### src/rtl/muldiv_pkg.sv
package muldiv_pkg;

  localparam logic [5:0] FN_RD_HI  = 6'h10;
  localparam logic [5:0] FN_WR_HI  = 6'h11;
  localparam logic [5:0] FN_RD_LO  = 6'h12;
  localparam logic [5:0] FN_WR_LO  = 6'h13;
  localparam logic [5:0] FN_MUL_S  = 6'h18;
  localparam logic [5:0] FN_MUL_U  = 6'h19;
  localparam logic [5:0] FN_DIV_S  = 6'h1A;
  localparam logic [5:0] FN_DIV_U  = 6'h1B;

  typedef enum logic [1:0] {ST_IDLE, ST_RUN, ST_FIX} md_state_e;

  typedef struct packed {
    logic is_div;
    logic neg_a;
    logic neg_b;
    logic b_zero;
  } md_op_t;

  function automatic logic fn_is_arith(input logic [5:0] f);
    return (f == FN_MUL_S) || (f == FN_MUL_U) || (f == FN_DIV_S) || (f == FN_DIV_U);
  endfunction

  function automatic logic fn_is_read(input logic [5:0] f);
    return (f == FN_RD_HI) || (f == FN_RD_LO);
  endfunction

  function automatic logic fn_is_write(input logic [5:0] f);
    return (f == FN_WR_HI) || (f == FN_WR_LO);
  endfunction

  function automatic logic fn_is_signed(input logic [5:0] f);
    return (f == FN_MUL_S) || (f == FN_DIV_S);
  endfunction

endpackage

### src/rtl/muldiv_mul_core.sv
module muldiv_mul_core #(
  parameter int W = 32
) (
  input  logic           clk,
  input  logic           rst_n,
  input  logic           load,
  input  logic           step,
  input  logic [W-1:0]   mcand_in,
  input  logic [W-1:0]   mplier_in,
  output logic [2*W-1:0] prod
);
  logic [W-1:0] mcand;
  logic [W:0]   sum;

  // add the multiplicand into the upper half when the current multiplier bit is set
  always_comb begin
    sum = {1'b0, prod[2*W-1:W]} + (prod[0] ? {1'b0, mcand} : '0);
  end

  always_ff @(posedge clk or negedge rst_n) begin
    if (!rst_n) begin
      mcand <= '0;
      prod  <= '0;
    end else if (load) begin
      mcand <= mcand_in;
      prod  <= {{W{1'b0}}, mplier_in};
    end else if (step) begin
      prod <= {sum, prod[W-1:1]};
    end
  end
endmodule

### src/rtl/muldiv_div_core.sv
module muldiv_div_core #(
  parameter int W = 32
) (
  input  logic         clk,
  input  logic         rst_n,
  input  logic         load,
  input  logic         step,
  input  logic [W-1:0] dividend_in,
  input  logic [W-1:0] divisor_in,
  output logic [W-1:0] quo,
  output logic [W-1:0] rem
);
  logic [W-1:0] dsor;
  logic [W:0]   shifted;
  logic [W:0]   diff;

  // restoring step: bring in the next dividend bit, try to subtract
  always_comb begin
    shifted = {rem, quo[W-1]};
    diff    = shifted - {1'b0, dsor};
  end

  always_ff @(posedge clk or negedge rst_n) begin
    if (!rst_n) begin
      dsor <= '0;
      quo  <= '0;
      rem  <= '0;
    end else if (load) begin
      dsor <= divisor_in;
      quo  <= dividend_in;
      rem  <= '0;
    end else if (step) begin
      if (!diff[W]) begin
        rem <= diff[W-1:0];
        quo <= {quo[W-2:0], 1'b1};
      end else begin
        rem <= shifted[W-1:0];
        quo <= {quo[W-2:0], 1'b0};
      end
    end
  end
endmodule

### src/rtl/muldiv_hilo.sv
module muldiv_hilo
  import muldiv_pkg::*;
#(
  parameter int WIDTH = 32
) (
  input  logic             clk,
  input  logic             rst_n,
  input  logic             req_valid,
  output logic             req_ready,
  input  logic [5:0]       req_func,
  input  logic [WIDTH-1:0] req_rs,
  input  logic [WIDTH-1:0] req_rt,
  output logic             busy,
  output logic             rd_valid,
  output logic [WIDTH-1:0] rd_data
);
  localparam int CNT_W = (WIDTH > 2) ? $clog2(WIDTH) : 1;
  localparam logic [CNT_W-1:0] LAST_STEP = CNT_W'(WIDTH - 1);

  md_state_e        state;
  md_op_t           op;
  logic [CNT_W-1:0] step_cnt;
  logic [WIDTH-1:0] hi_q, lo_q;

  logic             accept, idle, start, run;
  logic             neg_a, neg_b;
  logic [WIDTH-1:0] mag_a, mag_b;
  logic [2*WIDTH-1:0] prod_raw, prod_fix;
  logic [WIDTH-1:0] quo_raw, rem_raw, quo_fix, rem_fix;

  assign idle      = (state == ST_IDLE);
  assign run       = (state == ST_RUN);
  assign busy      = !idle;
  assign req_ready = idle || !(fn_is_arith(req_func) || fn_is_read(req_func));
  assign accept    = req_valid && req_ready;
  assign start     = accept && idle && fn_is_arith(req_func);

  // operand magnitudes for the unsigned cores
  always_comb begin
    neg_a = fn_is_signed(req_func) && req_rs[WIDTH-1];
    neg_b = fn_is_signed(req_func) && req_rt[WIDTH-1];
    mag_a = neg_a ? ('0 - req_rs) : req_rs;
    mag_b = neg_b ? ('0 - req_rt) : req_rt;
  end

  muldiv_mul_core #(.W(WIDTH)) mul_i (
    .clk       (clk),
    .rst_n     (rst_n),
    .load      (start),
    .step      (run),
    .mcand_in  (mag_a),
    .mplier_in (mag_b),
    .prod      (prod_raw)
  );

  muldiv_div_core #(.W(WIDTH)) div_i (
    .clk         (clk),
    .rst_n       (rst_n),
    .load        (start),
    .step        (run),
    .dividend_in (mag_a),
    .divisor_in  (mag_b),
    .quo         (quo_raw),
    .rem         (rem_raw)
  );

  // sign correction applied in the final cycle
  always_comb begin
    prod_fix = (op.neg_a ^ op.neg_b) ? ('0 - prod_raw) : prod_raw;
    if (op.b_zero)
      quo_fix = '1;
    else
      quo_fix = (op.neg_a ^ op.neg_b) ? ('0 - quo_raw) : quo_raw;
    rem_fix = op.neg_a ? ('0 - rem_raw) : rem_raw;
  end

  always_ff @(posedge clk or negedge rst_n) begin
    if (!rst_n) begin
      state    <= ST_IDLE;
      op       <= '0;
      step_cnt <= '0;
    end else begin
      unique case (state)
        ST_IDLE: if (start) begin
          state     <= ST_RUN;
          step_cnt  <= '0;
          op.is_div <= (req_func == FN_DIV_S) || (req_func == FN_DIV_U);
          op.neg_a  <= neg_a;
          op.neg_b  <= neg_b;
          op.b_zero <= (req_rt == '0);
        end
        ST_RUN: begin
          step_cnt <= step_cnt + 1'b1;
          if (step_cnt == LAST_STEP) state <= ST_FIX;
        end
        ST_FIX:  state <= ST_IDLE;
        default: state <= ST_IDLE;
      endcase
    end
  end

  always_ff @(posedge clk or negedge rst_n) begin
    if (!rst_n) begin
      hi_q <= '0;
      lo_q <= '0;
    end else if (state == ST_FIX) begin
      if (op.is_div) begin
        hi_q <= rem_fix;
        lo_q <= quo_fix;
      end else begin
        {hi_q, lo_q} <= prod_fix;
      end
    end else if (accept && idle) begin
      if (req_func == FN_WR_HI) hi_q <= req_rs;
      if (req_func == FN_WR_LO) lo_q <= req_rs;
    end
  end

  always_ff @(posedge clk or negedge rst_n) begin
    if (!rst_n) begin
      rd_valid <= 1'b0;
      rd_data  <= '0;
    end else begin
      rd_valid <= accept && fn_is_read(req_func);
      if (accept && fn_is_read(req_func))
        rd_data <= (req_func == FN_RD_HI) ? hi_q : lo_q;
    end
  end
endmodule

### config.mk
export PLATFORM = sky130hd
export DESIGN_NAME = muldiv_hilo
export DESIGN_NICKNAME = d
export VERILOG_FILES = /design/src/rtl/muldiv_pkg.sv /design/src/rtl/muldiv_mul_core.sv /design/src/rtl/muldiv_div_core.sv /design/src/rtl/muldiv_hilo.sv
export SDC_FILE = /design/constraint.sdc
export NUM_CORES = 1
export LEC_CHECK = 0
export BUFFER_PORTS_ARGS = -buffer_cell sky130_fd_sc_hd__buf_2
export CAP_MARGIN = 5
export CORE_ASPECT_RATIO = 1.25
export CORE_MARGIN = 2
export CORE_UTILIZATION = 55
export CTS_CLUSTER_SIZE = 24
export DETAILED_ROUTE_END_ITERATION = 8
export GPL_TIMING_DRIVEN = 0
export PLACE_DENSITY = 0.77
export SLEW_MARGIN = 20
export SYNTH_ARGS = -nofsm -noshare
export SYNTH_HDL_FRONTEND = slang
export SYNTH_HIERARCHICAL = 1
export SYNTH_SLANG_ARGS = --single-unit
### constraint.sdc
create_clock -name clk -period 3.9 [get_ports clk]
set_input_delay 0.975 -clock clk [delete_from_list [all_inputs] [get_ports clk]]
set_output_delay 0.975 -clock clk [all_outputs]
set_load 0.1 [all_outputs]
After elaboration in Yosys (flattened, before gate mapping):

Index checks and enable logic that the tools add are counted.

* add/subtract/negate cells: 8
* equality and inequality tests: 13
* mux-type cells: 29
* bitwise operators: 1
* reduce and logical (&&, ||, !) cells: 28

Operators with widths (count)
* $mux W32: 20
* $mux W64: 3
* $sub A1 B32 Y32 const A: 4
* $sub A1 B64 Y64 const A: 1
* $eq A6 B5 Y1 const B: 8
* $add A32 B33 Y33: 1
* $sub A33 B32 Y33: 1
* $logic_not A32 Y1: 1
* $pmux W5 S2: 1
* $reduce_and A2 Y1: 5
* $reduce_bool A2 Y1: 5
* $logic_or A1 B1 Y1: 8
* $logic_and A1 B1 Y1: 6
* $add A5 B1 Y5 const B: 1
* $eq A5 B5 Y1 const B: 1
* $mux W5: 1
* $mux W2: 2
* $pmux W2 S2: 1
* $eq A2 B1 Y1 const B: 1
* $eq A2 B2 Y1 const B: 1
* $logic_not A1 Y1: 2
* $logic_not A2 Y1: 1
* $ne A2 B1 Y1 const B: 1
* $ne A2 B2 Y1 const B: 1
* other kinds (2): 2

* flip-flop bits (word level): 300
* bits of input ports: 73
* output and inout port bits: 35

Depth between registers and ports, before layout:

* depth in word-level cells: 12
* depth in mapped cells: 15

Modules after synthesis:

Netlist, hierarchy kept.

Modules (own cells, without submodules)
* muldiv_hilo: instances 1, cells each 1330, area each 10174.8 um2
* muldiv_div_core: instances 1, cells each 717, area each 6226.0 um2
* muldiv_mul_core: instances 1, cells each 614, area each 5941.9 um2

Worst setup path before layout:

No wires, ideal clock.

* kind: input -> register
* start: input port req_func[2]
* end: register mul_i.prod[50]
* data arrival time: 3385 ps
* required time: 3752 ps
* slack: 367 ps
* stages: 11
* path buffers: 4
* cell sequence: or3b_2 -> clkbuf_1 -> nor2_1 -> nand2_1 -> clkbuf_1 -> inv_1 -> clkbuf_1 -> nor2_1 -> dlygate4sd3_1 -> a21oi_1 -> o311ai_0

* word-level cells in the longest chain between the ends: 11
* elaborated cells between the ends (all ways): 18
* classes of those cells: 6 x eq/ne; 1 x mux; 11 x reduce/logical

Ends and longest elaborated chain
* from (decl): RTL line muldiv_hilo.sv:10 `input logic [5:0] req_func,`
* $eq A6 B5 Y1: RTL line muldiv_pkg.sv:22 `return (f == FN_MUL_S) || (f == FN_MUL_U) || (f == FN_DIV_S) || (f == FN_DIV_U);`
* $logic_or A1 B1 Y1 (3 in a row): RTL line muldiv_pkg.sv:22
* $logic_or A1 B1 Y1: RTL line muldiv_hilo.sv:34 `assign req_ready = idle || !(fn_is_arith(req_func) || fn_is_read(req_func));`
* $logic_not A1 Y1: RTL line muldiv_hilo.sv:34
* $logic_or A1 B1 Y1: RTL line muldiv_hilo.sv:34
* $logic_and A1 B1 Y1: RTL line muldiv_hilo.sv:35 `assign accept = req_valid && req_ready;`
* $logic_and A1 B1 Y1: RTL line muldiv_hilo.sv:36 `assign start = accept && idle && fn_is_arith(req_func);`
* $logic_and A1 B1 Y1 *: RTL line muldiv_hilo.sv:36
* via start: RTL line muldiv_hilo.sv:25 `logic accept, idle, start, run;`
* $mux W64 / $reduce_bool A2 Y1 (equally long branches)
* to (signal assigned): RTL line muldiv_mul_core.sv:26 `prod <= {{W{1'b0}}, mplier_in};`
* to (signal assigned): RTL line muldiv_mul_core.sv:28 `prod <= {sum, prod[W-1:1]};`
* to (decl): RTL line muldiv_mul_core.sv:10 `output logic [2*W-1:0] prod`

Mark *: on every way through the listed nets, which the timed path passes. The rest lies on a longest branch.
A chain may end at the register's enable or synchronous reset.

Worst setup path after layout:

* start: input port req_func[2]
* end: register div_i.quo[19]

* word-level cells in the longest chain between the ends: 11
* elaborated cells between the ends (all ways): 21
* classes of those cells: 6 x eq/ne; 2 x mux; 13 x reduce/logical

Ends and longest elaborated chain
* $eq A6 B5 Y1: RTL line muldiv_pkg.sv:22
* $logic_or A1 B1 Y1 (3 in a row): RTL line muldiv_pkg.sv:22
* $logic_or A1 B1 Y1: RTL line muldiv_hilo.sv:34
* $logic_not A1 Y1: RTL line muldiv_hilo.sv:34
* $logic_or A1 B1 Y1: RTL line muldiv_hilo.sv:34
* $logic_and A1 B1 Y1: RTL line muldiv_hilo.sv:35
* $logic_and A1 B1 Y1: RTL line muldiv_hilo.sv:36
* $logic_and A1 B1 Y1 *: RTL line muldiv_hilo.sv:36
* via start: RTL line muldiv_hilo.sv:25
* $mux W32 / $reduce_bool A2 Y1 (equally long branches)
* to (signal assigned): RTL line muldiv_div_core.sv:30 `quo <= dividend_in;`
* to (signal assigned): RTL line muldiv_div_core.sv:35 `quo <= {quo[W-2:0], 1'b1};`
* to (signal assigned): RTL line muldiv_div_core.sv:38 `quo <= {quo[W-2:0], 1'b0};`
* to (decl): RTL line muldiv_div_core.sv:10 `output logic [W-1:0] quo,`

Marks and branches as above.

==> summary.md <==
| Metric | Value |
|---|---|
| Clock tree buffer depth | `3` |
| Internal power | `10.2 mW` |
| Synthesized instance count | `2661` |
| Period utilization | `99.6%` |
| Die width | `184 um` |
| Clock Power Share | `17.9%` |
| Clock slew at reported path FFs | `60 ps` |
| Worst Tran Pin Value | `1230 ps` |
| Via count | `22487` |
| Final nets | `2952` |
| Vias in the first global route | `21461` |
| CP required | `4380 ps` |
| Worst hold-check slack | `382 ps` |
| Setup TNS Final | `0 ps` |
| Grt total ovfl | `0` |
| Leakage | `10.8 nW` |
| Largest net degree at the start of global routing | `90` |
| Fraction of the yosys area taken by sequential cells | `33.6%` |
| Mapped Nets | `2807` |
| I/O pins | `108` |
| Synthesis Warnings | `6` |
| GRT Util Overall | `43.8%` |
| Port buffer count | `104` |
| Post-synthesis register bit count | `300` |
| Core footprint | `40100 um2` |
| CTS buffer count | `36` |
| Initial DRT Pass Iterations | `6` |
| Global-route wire length before repair | `136000 um` |
| Fillcell total | `3580` |
| Commonest cells post-synth | `nand2_1, dfrtp_1, o21ai_0` |
| H-tree depth | `2` |
| Antenna violations before repair | `5` |
| Cell with the most instances after synthesis | `nand2_1` |
| Max Cap Viol | `0` |
| DR WL/cell | `27.5 um` |
| Starting density of the core | `55.7%` |
| Layout cells sized above 1 | `10.8%` |
| Postcts setup bufs | `0` |
| Fmax | `257 MHz` |
| Worst-path maximum fanout | `10` |
| Vias per inst | `6.65` |
| Final setup fails | `0` |
| Multi-input gate area | `13800 um2` |
| Yosys top cell by area | `dfrtp_1` |
| Routed Antenna Nets | `0` |
| WP data arrival | `4360 ps` |
| Root Buffer Master | `clkbuf_16` |
| Synth top area share | `33.6%` |
| Clock skew | `22.9 ps` |
| Status | `complete, no violations` |
| DRC viols | `0` |
| Number of synthesized flops with an enable pin | `0` |
| Sequential share of power | `30.5%` |
| Async S/R FF share, synth | `100%` |
| Critical Path End Type | `register` |
| Synth cell types | `101` |
| P&R area growth vs syn | `11.6%` |
| Comb pwr share | `51.6%` |
| Period minus WS final | `3880 ps` |
| Maximum VDD drop | `522 uV` |
| Total Wirelength | `93000 um` |
| Mapped Avg Cell Area | `8.40 um2` |
| Post-synth design cell area | `22300 um2` |
| CP Class | `primary input to register` |
| Die area | `42300 um2` |
| Die height | `229 um` |
| Synth top area cells | `dfrtp_1, mux2i_1, nand2_1` |
| Skew-Pair Late Insertion Delay | `570 ps` |
| Main synth FF type | `dfrtp_1` |
| Gp weighted congestion | `1.10` |
| Fin. max-slew vios | `0` |
| Switching Share | `48.7%` |
| CTS tree | `yes` |
| # rows | `82` |
| Pwr per Cell Area | `800 nW/um2` |
| Hold Vio Cnt, Final | `0` |
| Register area | `7510 um2` |
| Unrepaired setup endpoints after global routing | `no` |
| Post-DP HPWL | `73100 um` |
| Iteration-0 DRC Markers | `2656` |
| Sw power | `9.71 mW` |
| Final Total Pwr | `19.9 mW` |
| Min-Delay Path Class | `primary input to async pin` |
| TritonCTS Sinks | `300` |
| Relative slew margins | `18.0%` |
| Startpoint Class | `primary input` |
[kinds of logic after synthesis]
family	Yosys count	share of synthesized area [%]
buffers and inverters	249	4.68
muxes	190	8.73
AOI/OAI and AO/OA	695	20.4
DFF	300	33.6
adders and majority gates	73	4.16
and+or+nand+nor	967	21.0
xor gates and xnor gates	187	7.41
[power groups by stage]
| stage | Combinational [mW] | Sequential [mW] | Clock [mW] |
|---|---|---|---|
| floorplan | 6.98 | 5.94 | 0 |
| global placement | 9.71 | 5.98 | 0 |
| detailed placement | 9.99 | 6.03 | 0 |
| CTS | 10.1 | 5.99 | 3.59 |
| global route | 11.2 | 6.20 | 3.72 |
| finish | 10.3 | 6.08 | 3.57 |
[metal layers]
metal,share of wire (%),wire length (um),track usage (%),vias up
met2,43,40200,66.5,1393
met5,0.051,47,0,-
li1,-,-,-,9949
met3,8.9,8300,7.62,410
met4,11,10200,39.4,6
met1,37,34200,53.1,10729
[critical path, stage by stage]
cell	delay [ps]
buf_2	100
or3b_2	460
clkbuf_1	200
nor2_1	170
nand2_1	240
clkbuf_2	330
inv_2	240
buf_4	260
clkbuf_1	570
clkbuf_2	450
nand2_1	210
o21ai_0	140
[per-stage QoR]
| stage | setup WS [ps] | utilization (%) | cells | instance area (um2) |
|---|---|---|---|---|
| floorplan | 367 | - | 2661 | 22300 |
| global placement | -3830 | 58.7 | 3311 | 23500 |
| detailed placement | -1190 | 58.9 | 3314 | 23600 |
| CTS | 4.98 | 62.1 | 3378 | 24900 |
| global route | 33.2 | 62.1 | 3379 | 24900 |
| finish | 16.3 | 62.1 | 3381 | 24900 |
[cells in the final DEF (no fill, tap or decap), drive strengths merged, types with 31 or more instances in the layout]
cell type  instances
nand2            372
dfrtp            300
o21ai            242
nor2             188
clkbuf           175
mux2i            151
buf              143
a21oi            139
xnor2             97
xor2              90
inv               88
nor3              79
ha                71
nand3             61
and2              41
nor4              40
mux2              39
a21o              37
a31oi             36
o31ai             33
or3               31
[sequential cells by signal (all words and copies together), names as in the netlist]
| signal | flops |
|---|---|
| mul_i/mcand | 32 |
| div_i/quo | 32 |
| lo_q | 32 |
| step_cnt | 5 |
| op | 4 |
| rd_valid | 1 |
| hi_q | 32 |
| mul_i/prod | 64 |
| rd_data | 32 |
| div_i/rem | 32 |
| state | 2 |
| div_i/dsor | 32 |
[repair_timing]
action | 4_1_cts | 5_1_grt
setup endpoints to repair | 156 | 55
gates resized for setup | 15 | 10
hold buffers | 0 | 0
[area by class of cell]
cell class	instances	share of cell area [%]
clock buffers	51	4.21
well taps	546	2.74
plain buffers	163	3.01
clock inverters	13	0.728
repair buffers	107	2.46
multi-input cells	2112	55.4
diodes	3	0.0301
inverters	86	1.30
flip-flops and latches	300	30.1
[path summary, 6_finish.rpt]
check,start,end,slack (ps),depth (start not counted)
setup / recovery,req_func[2],div_i/quo[19]$_DFFE_PN0P_,20,12
hold / removal,rst_n,div_i/dsor[7]$_DFFE_PN0P_,380,1
setup reg to reg,state[0]$_DFFE_PN0P_,mul_i/prod[62]$_DFFE_PN0P_,160,9
hold reg to reg,rd_data[27]$_DFFE_PN0P_,rd_data[27]$_DFFE_PN0P_,470,2
max in group asynchronous,rst_n,rd_data[22]$_DFFE_PN0P_,2630,2
min in group clk,rd_data[27]$_DFFE_PN0P_,rd_data[27]$_DFFE_PN0P_,470,2
Power figures use the tool's default switching activity.
